**src/rtl/pls_pkg.sv**
```systemverilog
// Package for the loop level scheduler.
// Provides the default level count and a record of the decoded command strobes.
package pls_pkg;
    localparam int unsigned PLS_DEF_LEVELS = 7;

    typedef struct packed {
        logic restart;
        logic start;
        logic wind;
    } pls_ctl_t;
endpackage

```
**src/rtl/pls_live_shift.sv**
```systemverilog
// Shift register of live items, one bit per level.
// A pass-start moves each item up one level and inserts a new item at level 1
// when inject is high. A one-hot quit clears the addressed level.
// Assumes: quit_oh has at most one bit set; restart takes priority over everything.
module pls_live_shift #(
    parameter int unsigned N = 7
) (
    input  logic                 clk,
    input  logic                 rst_n,
    input  pls_pkg::pls_ctl_t    ctl,
    input  logic                 inject,
    input  logic [N-1:0]         quit_oh,
    output logic [N-1:0]         live_q,
    output logic [N-1:0]         live_d
);
    // Next-state: shift on a pass-start, then apply the quit, with restart winning.
    always_comb begin
        live_d = live_q;
        if (ctl.start) begin
            live_d = {live_q[N-2:0], inject};
        end
        live_d = live_d & ~quit_oh;
        if (ctl.restart) begin
            live_d = '0;
        end
    end

    // State register with synchronous reset.
    always_ff @(posedge clk) begin
        if (!rst_n) begin
            live_q <= '0;
        end else begin
            live_q <= live_d;
        end
    end

    // after a shift, the upper bits can only come from the bits below them.
    a_r3_shift_source: assert property (@(posedge clk) disable iff (!rst_n)
        (ctl.start && !ctl.restart) |=> ((live_q[N-1:1] & ~$past(live_q[N-2:0])) == '0));

    // when drain is active, no item enters level 1.
    a_r4_no_entry: assert property (@(posedge clk) disable iff (!rst_n)
        (ctl.start && !inject && !ctl.restart) |=> !live_q[0]);

    // a quitting level is off after the edge.
    a_r5_quit_clears: assert property (@(posedge clk) disable iff (!rst_n)
        ((quit_oh != '0) && !ctl.restart) |=> ((live_q & $past(quit_oh)) == '0));

    // with no event, the register holds its value.
    a_r8_hold: assert property (@(posedge clk) disable iff (!rst_n)
        (!ctl.start && !ctl.restart && (quit_oh == '0)) |=> $stable(live_q));

    // restart empties the register.
    a_r1_restart_clears: assert property (@(posedge clk) disable iff (!rst_n)
        ctl.restart |=> (live_q == '0));
endmodule

```
**src/rtl/pls_upper_limit.sv**
```systemverilog
// Upper-limit tracker. It holds the limit of the running pass and the
// pending limit for the next pass. A finish command lowers the pending limit;
// after that the limit falls by one per pass.
// Assumes: fin_oh has at most one bit set.
module pls_upper_limit #(
    parameter int unsigned N  = 7,
    parameter int unsigned TW = 3
) (
    input  logic                 clk,
    input  logic                 rst_n,
    input  pls_pkg::pls_ctl_t    ctl,
    input  logic [N-1:0]         fin_oh,
    output logic [TW-1:0]        hi_cur_q,
    output logic [TW-1:0]        hi_cur_d,
    output logic                 shrink_q
);
    logic [TW-1:0] hi_nxt_q, hi_nxt_d, cand;
    logic          shrink_d;

    // Candidate limit: one above the deciding level, capped at N.
    always_comb begin
        cand = TW'(N);
        for (int k = 0; k < N; k++) begin
            if (fin_oh[k]) begin
                cand = (k + 1 == N) ? TW'(N) : TW'(k + 2);
            end
        end
    end

    // Next-state: promote the pending limit, shrink it, apply finish; restart wins.
    always_comb begin
        hi_cur_d = hi_cur_q;
        hi_nxt_d = hi_nxt_q;
        shrink_d = shrink_q;
        if (ctl.start) begin
            hi_cur_d = hi_nxt_q;
            if (shrink_q && (hi_nxt_q != '0)) begin
                hi_nxt_d = hi_nxt_q - 1'b1;
            end
        end
        if (fin_oh != '0) begin
            if (cand < hi_nxt_d) begin
                hi_nxt_d = cand;
            end
            shrink_d = 1'b1;
        end
        if (ctl.restart) begin
            hi_cur_d = TW'(N);
            hi_nxt_d = TW'(N);
            shrink_d = 1'b0;
        end
    end

    // State register with synchronous reset.
    always_ff @(posedge clk) begin
        if (!rst_n) begin
            hi_cur_q <= TW'(N);
            hi_nxt_q <= TW'(N);
            shrink_q <= 1'b0;
        end else begin
            hi_cur_q <= hi_cur_d;
            hi_nxt_q <= hi_nxt_d;
            shrink_q <= shrink_d;
        end
    end

    // once shrinking, the pending limit never rises.
    a_r6_no_rise: assert property (@(posedge clk) disable iff (!rst_n)
        (shrink_q && !ctl.restart) |=> (hi_nxt_q <= $past(hi_nxt_q)));

    // the running pass keeps its limit until the next pass-start.
    a_r6_cur_stable: assert property (@(posedge clk) disable iff (!rst_n)
        (!ctl.start && !ctl.restart) |=> $stable(hi_cur_q));

    // restart reopens the limit.
    a_r1_limit_reset: assert property (@(posedge clk) disable iff (!rst_n)
        ctl.restart |=> (hi_cur_q == TW'(N) && !shrink_q));
endmodule

```
**src/rtl/pls_drain_ctrl.sv**
```systemverilog
// Drain and completion control. Latches the drain state from wind-down or quit,
// and raises a sticky drained flag when a pass starts with nothing enabled
// after drain or finish was already active.
// Assumes: next_en is the enable set of the pass being started.
module pls_drain_ctrl #(
    parameter int unsigned N = 7
) (
    input  logic                 clk,
    input  logic                 rst_n,
    input  pls_pkg::pls_ctl_t    ctl,
    input  logic                 quit_hit,
    input  logic                 shrink_q,
    input  logic [N-1:0]         next_en,
    output logic                 draining_q,
    output logic                 done_q
);
    logic draining_d, done_d;

    // Next-state for the drain and done flags.
    always_comb begin
        draining_d = draining_q | ctl.wind | quit_hit;
        done_d     = done_q | (ctl.start && (draining_q || shrink_q) && (next_en == '0));
        if (ctl.restart) begin
            draining_d = 1'b0;
            done_d     = 1'b0;
        end
    end

    // Flag registers with synchronous reset.
    always_ff @(posedge clk) begin
        if (!rst_n) begin
            draining_q <= 1'b0;
            done_q     <= 1'b0;
        end else begin
            draining_q <= draining_d;
            done_q     <= done_d;
        end
    end

    // drained is sticky until restart.
    a_r9_done_sticky: assert property (@(posedge clk) disable iff (!rst_n)
        (done_q && !ctl.restart) |=> done_q);

    // drain stays active until restart.
    a_r4_drain_sticky: assert property (@(posedge clk) disable iff (!rst_n)
        (draining_q && !ctl.restart) |=> draining_q);
endmodule

```
**src/rtl/pipe_level_sched.sv**
```systemverilog
// Top of the loop level scheduler. Decodes the quit and finish levels to
// one-hot form, combines the live-item register with the upper limit to form
// the per-level enables, and decodes one operation tag against them.
// Assumes: level fields use 0 for "none" and 1..N for levels.
module pipe_level_sched #(
    parameter int unsigned N  = pls_pkg::PLS_DEF_LEVELS,
    parameter int unsigned TW = $clog2(N + 1)
) (
    input  logic           clk,
    input  logic           rst_n,
    input  logic           restart_i,
    input  logic           pass_start_i,
    input  logic           wind_down_i,
    input  logic           quit_i,
    input  logic [TW-1:0]  quit_lvl_i,
    input  logic           finish_i,
    input  logic [TW-1:0]  finish_lvl_i,
    input  logic [TW-1:0]  op_tag_i,
    output logic [N-1:0]   level_en_o,
    output logic           op_en_o,
    output logic           drained_o
);
    pls_pkg::pls_ctl_t ctl;
    logic [N-1:0]      quit_oh, fin_oh, live_q, live_d;
    logic [TW-1:0]     hi_cur_q, hi_cur_d;
    logic              shrink_q, draining_q, quit_hit;

    // Mask of levels at or below a limit.
    function automatic logic [N-1:0] below_mask(input logic [TW-1:0] h);
        logic [N-1:0] m;
        for (int k = 0; k < N; k++) begin
            m[k] = ((k + 1) <= int'(h));
        end
        return m;
    endfunction

    // Pack the command strobes.
    always_comb begin
        ctl.restart = restart_i;
        ctl.start   = pass_start_i;
        ctl.wind    = wind_down_i;
    end

    // One-hot decode of the quit and finish levels; level 0 decodes to nothing.
    for (genvar g = 0; g < N; g++) begin : g_lvl_dec
        assign quit_oh[g] = quit_i   && (quit_lvl_i   == TW'(g + 1));
        assign fin_oh[g]  = finish_i && (finish_lvl_i == TW'(g + 1));
    end
    assign quit_hit = |quit_oh;

    pls_live_shift #(.N(N)) u_live (
        .clk     (clk),
        .rst_n   (rst_n),
        .ctl     (ctl),
        .inject  (!draining_q),
        .quit_oh (quit_oh),
        .live_q  (live_q),
        .live_d  (live_d)
    );

    pls_upper_limit #(.N(N), .TW(TW)) u_upper (
        .clk      (clk),
        .rst_n    (rst_n),
        .ctl      (ctl),
        .fin_oh   (fin_oh),
        .hi_cur_q (hi_cur_q),
        .hi_cur_d (hi_cur_d),
        .shrink_q (shrink_q)
    );

    pls_drain_ctrl #(.N(N)) u_drain (
        .clk        (clk),
        .rst_n      (rst_n),
        .ctl        (ctl),
        .quit_hit   (quit_hit),
        .shrink_q   (shrink_q),
        .next_en    (live_d & below_mask(hi_cur_d)),
        .draining_q (draining_q),
        .done_q     (drained_o)
    );

    // Per-level enables: items that are live and within the upper limit.
    assign level_en_o = live_q & below_mask(hi_cur_q);

    // Decode a single tag against the enable set.
    always_comb begin
        op_en_o = 1'b0;
        for (int k = 0; k < N; k++) begin
            if (op_tag_i == TW'(k + 1)) begin
                op_en_o = level_en_o[k];
            end
        end
    end

    // a tag of 0 is never enabled.
    a_r2_tag0_never: assert property (@(posedge clk) disable iff (!rst_n)
        (op_tag_i == '0) |-> !op_en_o);

    // restart wins over a same-cycle pass-start.
    a_r10_restart_wins: assert property (@(posedge clk) disable iff (!rst_n)
        restart_i |=> ((level_en_o == '0) && !drained_o));

    // a quit with level 0 leaves the enables alone when nothing else happens.
    a_r11_quit_zero: assert property (@(posedge clk) disable iff (!rst_n)
        (quit_i && (quit_lvl_i == '0) && !pass_start_i && !restart_i) |=> $stable(level_en_o));
endmodule

```
**config.mk**
```make
export PLATFORM = sky130hd
export DESIGN_NAME = pipe_level_sched
export DESIGN_NICKNAME = d
export VERILOG_FILES = /design/src/rtl/pls_pkg.sv /design/src/rtl/pls_live_shift.sv /design/src/rtl/pls_upper_limit.sv /design/src/rtl/pls_drain_ctrl.sv /design/src/rtl/pipe_level_sched.sv
export SDC_FILE = /design/constraint.sdc
export NUM_CORES = 1
export LEC_CHECK = 0
export CAP_MARGIN = 15
export CORE_UTILIZATION = 40
export CTS_BUF_LIST = sky130_fd_sc_hd__clkbuf_4 sky130_fd_sc_hd__clkbuf_8 sky130_fd_sc_hd__clkbuf_16
export CTS_CLUSTER_DIAMETER = 40
export DETAILED_ROUTE_END_ITERATION = 16
export PLACE_DENSITY = 0.64
export SLEW_MARGIN = 20
export SYNTH_ARGS = -nofsm -noshare
export SYNTH_HDL_FRONTEND = slang
export SYNTH_SLANG_ARGS = --single-unit
```
**constraint.sdc**
```tcl
create_clock -name clk -period 4.9 [get_ports clk]
set_input_delay 0.735 -clock clk [delete_from_list [all_inputs] [get_ports clk]]
set_output_delay 0.735 -clock clk [all_outputs]
set_load 0.01 [all_outputs]
```
# [Word-level counts from Yosys, hierarchy flattened]
# Index checks and enable logic that the tools add are counted.
[classes] n_addsub=1 order_cmp=15 eq_ne=21 muxes=22 n_bitwise=8 n_reduce_logical=24
[ops] cell="3-bit two-way mux" count=13
[ops] cell="3-bit equality test (second input constant)" count=12
[ops] cell="3-bit <= comparator (first input constant)" count=8
[ops] cell="7-bit bitwise AND" count=3
[ops] cell="3-bit by 2-bit equality test with 1-bit output (second input constant)" count=6
[ops] cell="1-bit logical AND" count=17
[ops] cell="7-bit two-way mux" count=2
[ops] cell="2-bit by 3-bit <= comparator with 1-bit output (first input constant)" count=4
[ops] cell="3-bit by 1-bit equality test with 1-bit output (second input constant)" count=3
[ops] cell="7-bit zero test" count=1
[ops] cell="1-bit two-way mux" count=7
[ops] cell="7-bit inverter" count=1
[ops] cell="7-bit nonzero test" count=1
[ops] cell="7-bit OR reduction" count=1
[ops] cell="1-bit by 3-bit <= comparator with 1-bit output (first input constant)" count=2
[ops] cell="3-bit < comparator" count=1
[ops] cell="1-bit OR" count=3
[ops] cell="3-bit nonzero test" count=1
[ops] cell="3-bit by 1-bit subtractor with 3-bit output (second input constant)" count=1
[ops] cell="2-bit OR reduction" count=1
[ops] cell="1-bit zero test" count=1
[ops] cell="1-bit logical OR" count=1
[ops] cell="1-bit inverter" count=1
[word_totals] register_bits=16 in_bits=16 out_inout_bits=9

# [Longest topological paths before layout]
# Gate-level depths: netlist (run 1).
[logic_depth] ltp_word=12 mapped_depth=10

# [By module]
# A second synthesis (run 1) with hierarchy kept.
[hier_totals] hier_cells=155 area_unflattened_um2=1253.7
[modules_own_cells] module="pls_upper_limit" instances=1 cells_per_inst=58 area_per_inst_um2=495.5 seq_area_each_um2=140.1
[modules_own_cells] module="pipe_level_sched" instances=1 cells_per_inst=57 area_per_inst_um2=336.6 seq_area_each_um2=0.0
[modules_own_cells] module="pls_live_shift" instances=1 cells_per_inst=30 area_per_inst_um2=322.8 seq_area_each_um2=140.1
[modules_own_cells] module="pls_drain_ctrl" instances=1 cells_per_inst=10 area_per_inst_um2=98.8 seq_area_each_um2=40.0

# [Worst setup path after synthesis (run 1)]
# No wires, ideal clock.
[synth_path] path_kind="in2reg" start="input port pass_start_i" end="register u_upper.hi_nxt_q[0]" setup_ps=72 t_arrival_ps=2308 t_required_ps=4828 setup_slack_ps=2520 stages=9 cell_sequence="buf_4 -> and2_1 -> nand2_1 -> mux2_1 -> ha_1 -> a21oi_1 -> nand2_1 -> a31oi_1 -> mux2i_1"
[synth_between] elab_chain_len=4
[synth_lines] element="from (decl)" line_no="pipe_level_sched.sv:12" text="input logic pass_start_i,"
[synth_lines] element="3-bit two-way mux *" line_no="pls_upper_limit.sv:35" text="if (ctl.start) begin"
[synth_lines] element="3-bit < comparator" line_no="pls_upper_limit.sv:42" text="if (cand < hi_nxt_d) begin"
[synth_lines] element="3-bit two-way mux" line_no="pls_upper_limit.sv:42"
[synth_lines] element="3-bit two-way mux *" line_no="pls_upper_limit.sv:41" text="if (fin_oh != '0) begin"
[synth_lines] element="to (signal assigned)" line_no="pls_upper_limit.sv:58" text="hi_nxt_q <= TW'(N);"
[synth_lines] element="to (signal assigned)" line_no="pls_upper_limit.sv:62" text="hi_nxt_q <= hi_nxt_d;"
[synth_lines] element="to (decl)" line_no="pls_upper_limit.sv:17" text="logic [TW-1:0] hi_nxt_q, hi_nxt_d, cand;"
# Every way passes the cells marked *; elsewhere a longest branch is shown, timed or not.
# A chain may end at the register's enable or synchronous reset.

# [Worst setup path after layout (run 1)]
# Ends and elaborated chain as after synthesis.

==> flow_summary.yaml, run 1 <==
status:
  status: "completed"
timing:
  drv_slew: 0
  setup_violations: 0
  fin_tns_setup_ns: 0
  min_period_ns: 3.27
  worstMarginPinSlew_ns: 0.796
  fmaxAchievable_mhz: 306
  fin_skew_ns: 0.00350
  fin_crit_sh: 0.666
  layout_setup_ws_ns: 1.63
  slew_headroom: 0.468
  grt_setup_unrepaired: "no"
  hold_viol: 0
global_route:
  antenna_found_initial: 0
  grt_pass1_vias: 1011
  grt_pass1_wl_um: 4530
  grt_max_degree: 21
  gr-total-overflow: 0
  grt.total_usage: 0.209
clock_tree:
  cts_tree: "yes"
  cts.sinks: 16
  ctsLongestPathBuffers: 2
  hold_buffers: 0
  path_clk_slew_ns: 0.09
  root_buffer: "clkbuf_4"
  cts_resized: 0
  clkLatencyLatePin_ns: 0.28
  post-cts-setup-buffers: 0
  cts_htree_levels: 1
  numCtsBuffers: 3
setup_path:
  cp_cell_sequence: "clkdlybuf4s50_1 -> and2_1 -> a21oi_1 -> a31oi_1 -> ha_1 -> a21oi_1 -> nand2_1 -> a31oi_1 -> mux2i_1"
  crit_type: "in -> reg"
  crit_fanout: 20
  cp_slowest_cell: "clkdlybuf4s50_1"
  critPathBufInv: 1
  critPathMaxStageDelay_ns: 0.99
  worstPathArrival_ns: 3.48
  path_delay_family: "buffers and inverters"
  endpoint_kind: "flip-flop"
  startpoint_type: "input pin"
  worstPathRequired_ns: 5.11
finish:
  drive_above_1_share: 0.0458
  layout_common_cells: "clkdlybuf4s50_1, dfxtp_1, nand2_1, a21oi_1, mux2i_1"
  multiInputGateArea_sq_um: 724
  nets: 174
  seqCellArea_sq_um: 320
  syn_to_final_growth_pct: 26.6
  final_core_utilization: 0.543
  final_common_cell: "clkdlybuf4s50_1"
  fill_cells: 249
  n_antenna_cell: 0
  stdcell_area_sq_mm: 0.00137
die:
  start_util: 0.429
  ios: 25
  die_h_um: 54.0
  die_area_sq_mm: 0.00292
  chipWidth_um: 54.0
  placementRows: 18
  core_sq_mm: 0.00252
place:
  dpl_cell_area_sq_mm: 0.00133
  hpwlAfterDp_um: 2120
  gp_congestion: 0.837
  dpl_worst_slack_ns: 1.37
  place.port_buffers: 24
job:
  maxCapViolations: 0
synth:
  synth_cells: 130
  async_flop_share: 0
  synth-seq-area-share: 0.296
  syn_area_per_cell_sq_um: 8.33
  synth_cell_type_count: 40
  synth_area_sq_mm: 0.00108
  yosysWarnings: 0
  syn_nets: 150
  synth-main-ff-cell: "dfxtp_1"
  synth-edff-count: 0
  ys_ff_latch: 16
route:
  dr.pass1.iters: 4
  ant_nets: 0
  drc: 0
  wl_um: 2680
  routedWlPerCell_um: 14.7
  drt_iter0_drc: 26
  vias_per_cell: 5.71
  vias: 1045
pwr:
  vdd_drop_max_mv: 0.182
  power.leakage_uw: 0.000573
  power.density_mw_per_mm2: 198
worst_hold_path:
  hold_path_class: "reg -> reg"
==> stage by stage <==
| stage | total power [uW] | hold slack (ns) | instances |
|---|---|---|---|
| after floorplan | 163 | 0.448 | 130 |
| after global placement | 186 | 0.463 | 179 |
| after detailed placement | 188 | 0.476 | 179 |
| after CTS | 273 | 0.501 | 183 |
| after global routing | 283 | 0.518 | 183 |
| final | 272 | 0.493 | 183 |
==> kinds of logic (layout without fill, tap and decap cells) <==
group,after synthesis,count (layout),share of synthesized area
AO/OA/AOI/OAI,36,36,0.231
XOR/XNOR,1,1,0.00809
adder cells (fa/ha/maj),4,4,0.0462
buffers and inverters,8,31,0.0347
flip-flops,16,16,0.296
multiplexers,13,13,0.134
AND/OR/NAND/NOR,52,52,0.250
==> cell type report <==
class,count,area share
multi-input cells,106,0.529
clock buffers,4,0.0265
repair buffers,24,0.175
well taps,30,0.0274
inverters,3,0.00822
flip-flops and latches,16,0.234
==> flip-flops by register name, summed over array words and instances (netlist names) <==
register / cells
u_upper.shrink_q: 1
u_drain.draining_q: 1
u_upper.hi_nxt_q: 3
u_upper.hi_cur_q: 3
u_drain.done_q: 1
u_live.live_q: 7
==> synth_stat cells, drive strengths merged, types with 2 or more instances <==
cell,count,area [sq um]
and3,3,20.0
ha,4,50.1
and2,7,43.8
o22ai,2,12.5
o31a,2,17.5
o21ai,4,20.0
mux2i,10,100
nor3,6,30.0
buf,3,18.8
nor2b,5,33.8
clkbuf,2,7.51
dfxtp,16,320
a31oi,4,25.0
nand2,13,48.8
inv,3,11.3
nand2b,5,31.3
nand3b,2,15.0
o311a,2,20.0
mux2,2,22.5
nor2,9,33.8
a21oi,10,50.1
a21o,2,15.0
==> per-layer routing <==
metal	global-route usage	share of wire	vias to the layer above
met5	0	0	-
met4	0.0256	0	0
met3	0.0282	0.042	0
met2	0.416	0.53	24
met1	0.237	0.43	494
li1	-	-	527
==> power breakdown <==
part           internal (uW)  switching (uW)  total [uW]
logic                   25.9            24.7        50.6
registers                132            2.10         134
clock network           45.2            41.5        86.7
total                    203            68.4         272
==> path summary, 6_finish.rpt <==
check	slack, ns	end	from	cells after the start
setup reg to reg	2.57	u_upper.hi_nxt_q[0]$_SDFF_PP1_	u_upper.hi_nxt_q[0]$_SDFF_PP1_	10
setup / recovery	1.63	u_upper.hi_nxt_q[0]$_SDFF_PP1_	pass_start_i	9
hold / removal	0.49	u_drain.done_q$_SDFF_PP0_	u_drain.done_q$_SDFF_PP0_	1
hold reg to reg	0.49	u_drain.done_q$_SDFF_PP0_	u_drain.done_q$_SDFF_PP0_	1
Note: power is estimated with default switching activity, not from simulation.
==> run 2, diff against run 1 <==
- clock period: 4.9 -> 3.2 ns (I/O delays scaled with it)
==> run 2 against run 1 <==
Clock-buffer cell count stayed put. Cell count is 0.55% higher. Global-route usage is 0.55 points higher. Wire length grew 0.78%. Register-to-register slack got worse by 1.6 ns. Highest routed layer is now met4. Die area stayed put. Hold slack worse by 0.0058 ns. Clock skew fell by 0.0027 ns. Via count increased by 2.0%. Worst setup slack lost 1.1 ns. Sequential share of layout area shrank 0.13 points. Design area is 0.55% higher.
==> flow_summary.yaml, run 2 (synthesized netlist as in run 1, its figures left out) <==
clock_tree:
  numCtsBuffers: 3
  cts_tree: "yes"
  clkLatencyLatePin_ns: 0.29
  ctsLongestPathBuffers: 2
  hold_buffers: 0
  cts_htree_levels: 1
  post-cts-setup-buffers: 0
  path_clk_slew_ns: 0.09
  root_buffer: "clkbuf_4"
  cts.sinks: 16
  cts_resized: 0
setup_path:
  endpoint_kind: "output port"
  worstPathArrival_ns: 2.18
  worstPathRequired_ns: 2.72
  startpoint_type: "input pin"
  crit_fanout: 3
  crit_type: "in -> out"
global_route:
  grt_pass1_wl_um: 4440
  gr-total-overflow: 0
  grt.total_usage: 0.215
  antenna_found_initial: 0
  grt_max_degree: 20
  grt_pass1_vias: 1034
route:
  dr_wl_met2_um: 1310
  drt_iter0_drc: 31
  dr.pass1.iters: 4
  drc: 0
  met3_length_um: 180
  vias_per_cell: 5.79
  topRoutingLayerUsed: "met4"
  routedWlPerCell_um: 14.7
  wl_met1_um: 1150
  vias: 1066
  wl_um: 2700
  ant_nets: 0
job:
  maxCapViolations: 0
finish:
  layout_common_cells: "clkdlybuf4s50_1, dfxtp_1, nand2_1, a21oi_1, mux2i_1"
  fill_cells: 239
  drive_above_1_share: 0.0519
  n_antenna_cell: 0
  multiInputGateArea_sq_um: 724
  final_common_cell: "clkdlybuf4s50_1"
  nets: 175
  largest_register_ffs: 7
  seqCellArea_sq_um: 320
  top_register: "u_live.live_q"
  top_regs: "u_live.live_q (7), u_upper.hi_cur_q (3), u_upper.hi_nxt_q (3)"
  syn_to_final_growth_pct: 27.3
timing:
  fmaxAchievable_mhz: 376
  hold_viol: 0
  setup_violations: 0
  drv_slew: 0
  fin_crit_sh: 0.832
  worstMarginPinSlew_ns: 0.648
  fin_tns_setup_ns: 0
  holdWs_ns: 0.487
  min_period_ns: 2.66
  layout_setup_ws_ns: 0.537
  fin_skew_ns: 0.000776
  slew_headroom: 0.567
  grt_setup_unrepaired: "no"
worst_hold_path:
  hold_path_class: "reg -> reg"
place:
  hpwlAfterDp_um: 2080
  place.port_buffers: 24
  gp_congestion: 0.848
  dpl_worst_slack_ns: 0.534
die:
  core_sq_mm: 0.00252
  die_area_sq_mm: 0.00292
  placementRows: 18
  ios: 25
  start_util: 0.429
  die_h_um: 54.0
  chipWidth_um: 54.0
pwr:
  total_power_uw: 418
  power.leakage_uw: 0.000578
  vdd_drop_max_mv: 0.264
  power.density_mw_per_mm2: 304
status:
  status: "completed"
[run 2: area by class of cell]
type | instances | share of cell area
clock buffer | 4 | 0.0263
multi-input combinational | 106 | 0.526
sequential | 16 | 0.233
inverter | 3 | 0.00817
tap | 30 | 0.0272
timing repair buffer | 25 | 0.180
[run 2: through the flow]
| stage | area (sq um) | util | cells |
|---|---|---|---|
| final | 1380 | 0.546 | 184 |
| after global routing | 1380 | 0.546 | 184 |
| after CTS | 1380 | 0.546 | 184 |
| after detailed placement | 1340 | 0.532 | 180 |
| after global placement | 1340 | 0.532 | 180 |
| after floorplan | 1080 | - | 130 |
[run 2: per-layer routing]
metal / global-route usage / vias up
met1: 0.233 / 482
met3: 0.0452 / 8
met2: 0.389 / 46
met5: 0 / -
met4: 0.107 / 0
li1: - / 530
[run 2: final timing paths]
kind                                                  endpoint  cells after the start                      startpoint  slack [ns]
worst max register to register  u_upper.hi_nxt_q[0]$_SDFF_PP1_                     10  u_upper.hi_nxt_q[0]$_SDFF_PP1_        0.93
worst min register to register       u_drain.done_q$_SDFF_PP0_                      1       u_drain.done_q$_SDFF_PP0_        0.49
worst min-delay path                 u_drain.done_q$_SDFF_PP0_                      1       u_drain.done_q$_SDFF_PP0_        0.49
worst max-delay path                                   op_en_o                      4                     op_tag_i[2]        0.54
[run 2: critical path, stage by stage]
cell,delay [ns]
clkdlybuf4s50_1,0.54
mux4_2,0.52
a21o_1,0.18
clkdlybuf4s50_1,0.46
[run 2: power breakdown]
part	internal, uW	leakage [uW]	total, uW	switching (uW)
Combinational	40.0	0.000427	77.9	37.9
Clock	69.3	0.0000210	135	65.5
Sequential	203	0.000130	206	3.15
Total	312	0.000578	418	107
==> run 3, diff against run 2 <==
- PLACE_DENSITY: 0.64 -> 0.67
- clock period: 3.2 -> 2.2 ns (I/O delays scaled with it)
==> run 3 against run 2 <==
Via count grew 5.5%. Clock-buffer cell count is the same. Register-to-register slack lost 0.79 ns. Die area is the same. Design area grew 10%. Critical path type is now reg -> out. Largest cell class unchanged. Largest power group unchanged.
==> flow_summary.yaml, run 3 (synthesized netlist as in run 1, its figures left out) <==
status:
  status: "completed"
worst_hold_path:
  hold_path_class: "reg -> reg"
setup_path:
  crit_fanout: 8
  worstPathArrival_ns: 1.80
  endpoint_kind: "output port"
  worstPathRequired_ns: 1.87
  crit_type: "reg -> out"
  startpoint_type: "flip-flop"
  ff2ff_setup_slack_ns: 0.14
global_route:
  grt_pass1_vias: 1104
  grt_pass1_wl_um: 4580
  antenna_found_initial: 0
  grt.total_usage: 0.215
  grt_max_degree: 20
  gr-total-overflow: 0
timing:
  min_period_ns: 2.13
  drv_slew: 0
  setup_violations: 0
  worstMarginPinSlew_ns: 0.292
  holdWs_ns: 0.480
  slew_headroom: 0.800
  hold_viol: 0
  fin_skew_ns: 0.00387
  fin_crit_sh: 0.970
  fmaxAchievable_mhz: 469
die:
  placementRows: 18
  start_util: 0.429
  die_h_um: 54.0
  die_area_sq_mm: 0.00292
  ios: 25
  chipWidth_um: 54.0
  core_sq_mm: 0.00252
clock_tree:
  ctsLongestPathBuffers: 2
  post-cts-setup-buffers: 0
  root_buffer: "clkbuf_4"
  clkLatencyLatePin_ns: 0.28
  cts_tree: "yes"
  cts.sinks: 16
  hold_buffers: 0
  cts_htree_levels: 1
  numCtsBuffers: 3
  path_clk_slew_ns: 0.10
route:
  vias_per_cell: 5.68
  dr.pass1.iters: 4
  wl_um: 2910
  drt_iter0_drc: 23
  routedWlPerCell_um: 14.7
  ant_nets: 0
  vias: 1125
  drc: 0
finish:
  n_antenna_cell: 0
  top_regs: "u_live.live_q (7), u_upper.hi_cur_q (3), u_upper.hi_nxt_q (3)"
  layout_common_cells: "clkdlybuf4s50_1, buf_4, nand2_1, dfxtp_1, mux2i_1"
  nets: 189
  stdcell_area_sq_mm: 0.00152
  fill_cells: 218
  top_register: "u_live.live_q"
  drive_above_1_share: 0.196
  syn_to_final_growth_pct: 40.3
  final_common_cell: "clkdlybuf4s50_1"
  final_cell_count_no_fill: 198
  largest_register_ffs: 7
place:
  gp_congestion: 0.821
  dpl_cell_area_sq_mm: 0.00145
  place_inst: 194
  hpwlAfterDp_um: 2260
  place.port_buffers: 24
pwr:
  power_frac_comb: 0.217
  intPower_uw: 467
  seq_power_share: 0.469
  p_sw_uw: 166
  vdd_drop_max_mv: 0.242
  p_sw_frac: 0.262
  total_power_uw: 633
  p_clk_frac: 0.314
  power.leakage_uw: 0.000648
  power.density_mw_per_mm2: 417
job:
  maxCapViolations: 0
run 3: per-stage QoR:
stage	worst slack (ns)	setup TNS (ns)	util
after floorplan	0.180	0	-
after global placement	-0.177	-0.598	0.573
after detailed placement	-0.259	-0.813	0.573
after CTS	0.0312	0	0.590
after global routing	-0.0128	-0.0128	0.602
final	0.0656	0	0.602
run 3: worst paths after layout:
path,from,to,depth (start not counted)
hold reg to reg,u_drain.done_q$_SDFF_PP0_,u_drain.done_q$_SDFF_PP0_,1
setup reg to reg,u_upper.hi_nxt_q[0]$_SDFF_PP1_,u_upper.hi_nxt_q[0]$_SDFF_PP1_,10
hold / removal,u_drain.done_q$_SDFF_PP0_,u_drain.done_q$_SDFF_PP0_,1
setup / recovery,u_upper.hi_cur_q[1]$_SDFF_PN1_,op_en_o,4
run 3: cell type report:
type	instances	area, sq um	area share
multi-input combinational	106	752	0.495
timing repair buffer	39	350	0.231
sequential	16	332	0.218
tap	30	37.5	0.0247
clock buffer	4	36.3	0.0239
inverter	3	11.3	0.00741
run 3: power by group through the flow:
stage	Combinational, uW	Clock (uW)	Sequential [uW]
floorplan	59.7	0	304
global placement	128	0	305
detailed placement	131	0	305
CTS	130	200	296
global route	150	213	297
finish	137	199	297
run 3: repair_timing:
item,in CTS,in global routing
endpoints found under the setup margin,1,3
pin swaps,0,1
gates resized for setup,7,9
run 3: per-layer routing:
layer | GRT usage | wire, um
met1 | 0.239 | 1230
met2 | 0.434 | 1520
met3 | 0.0169 | 140
met4 | 0.0385 | 10
met5 | 0 | 0
run 3: critical path: stages (launching register included):
cell and delay, ns:
dfxtp_4 0.39, and4_1 0.22, mux4_2 0.47, a21o_1 0.18
dlygate4sd2_1 0.27
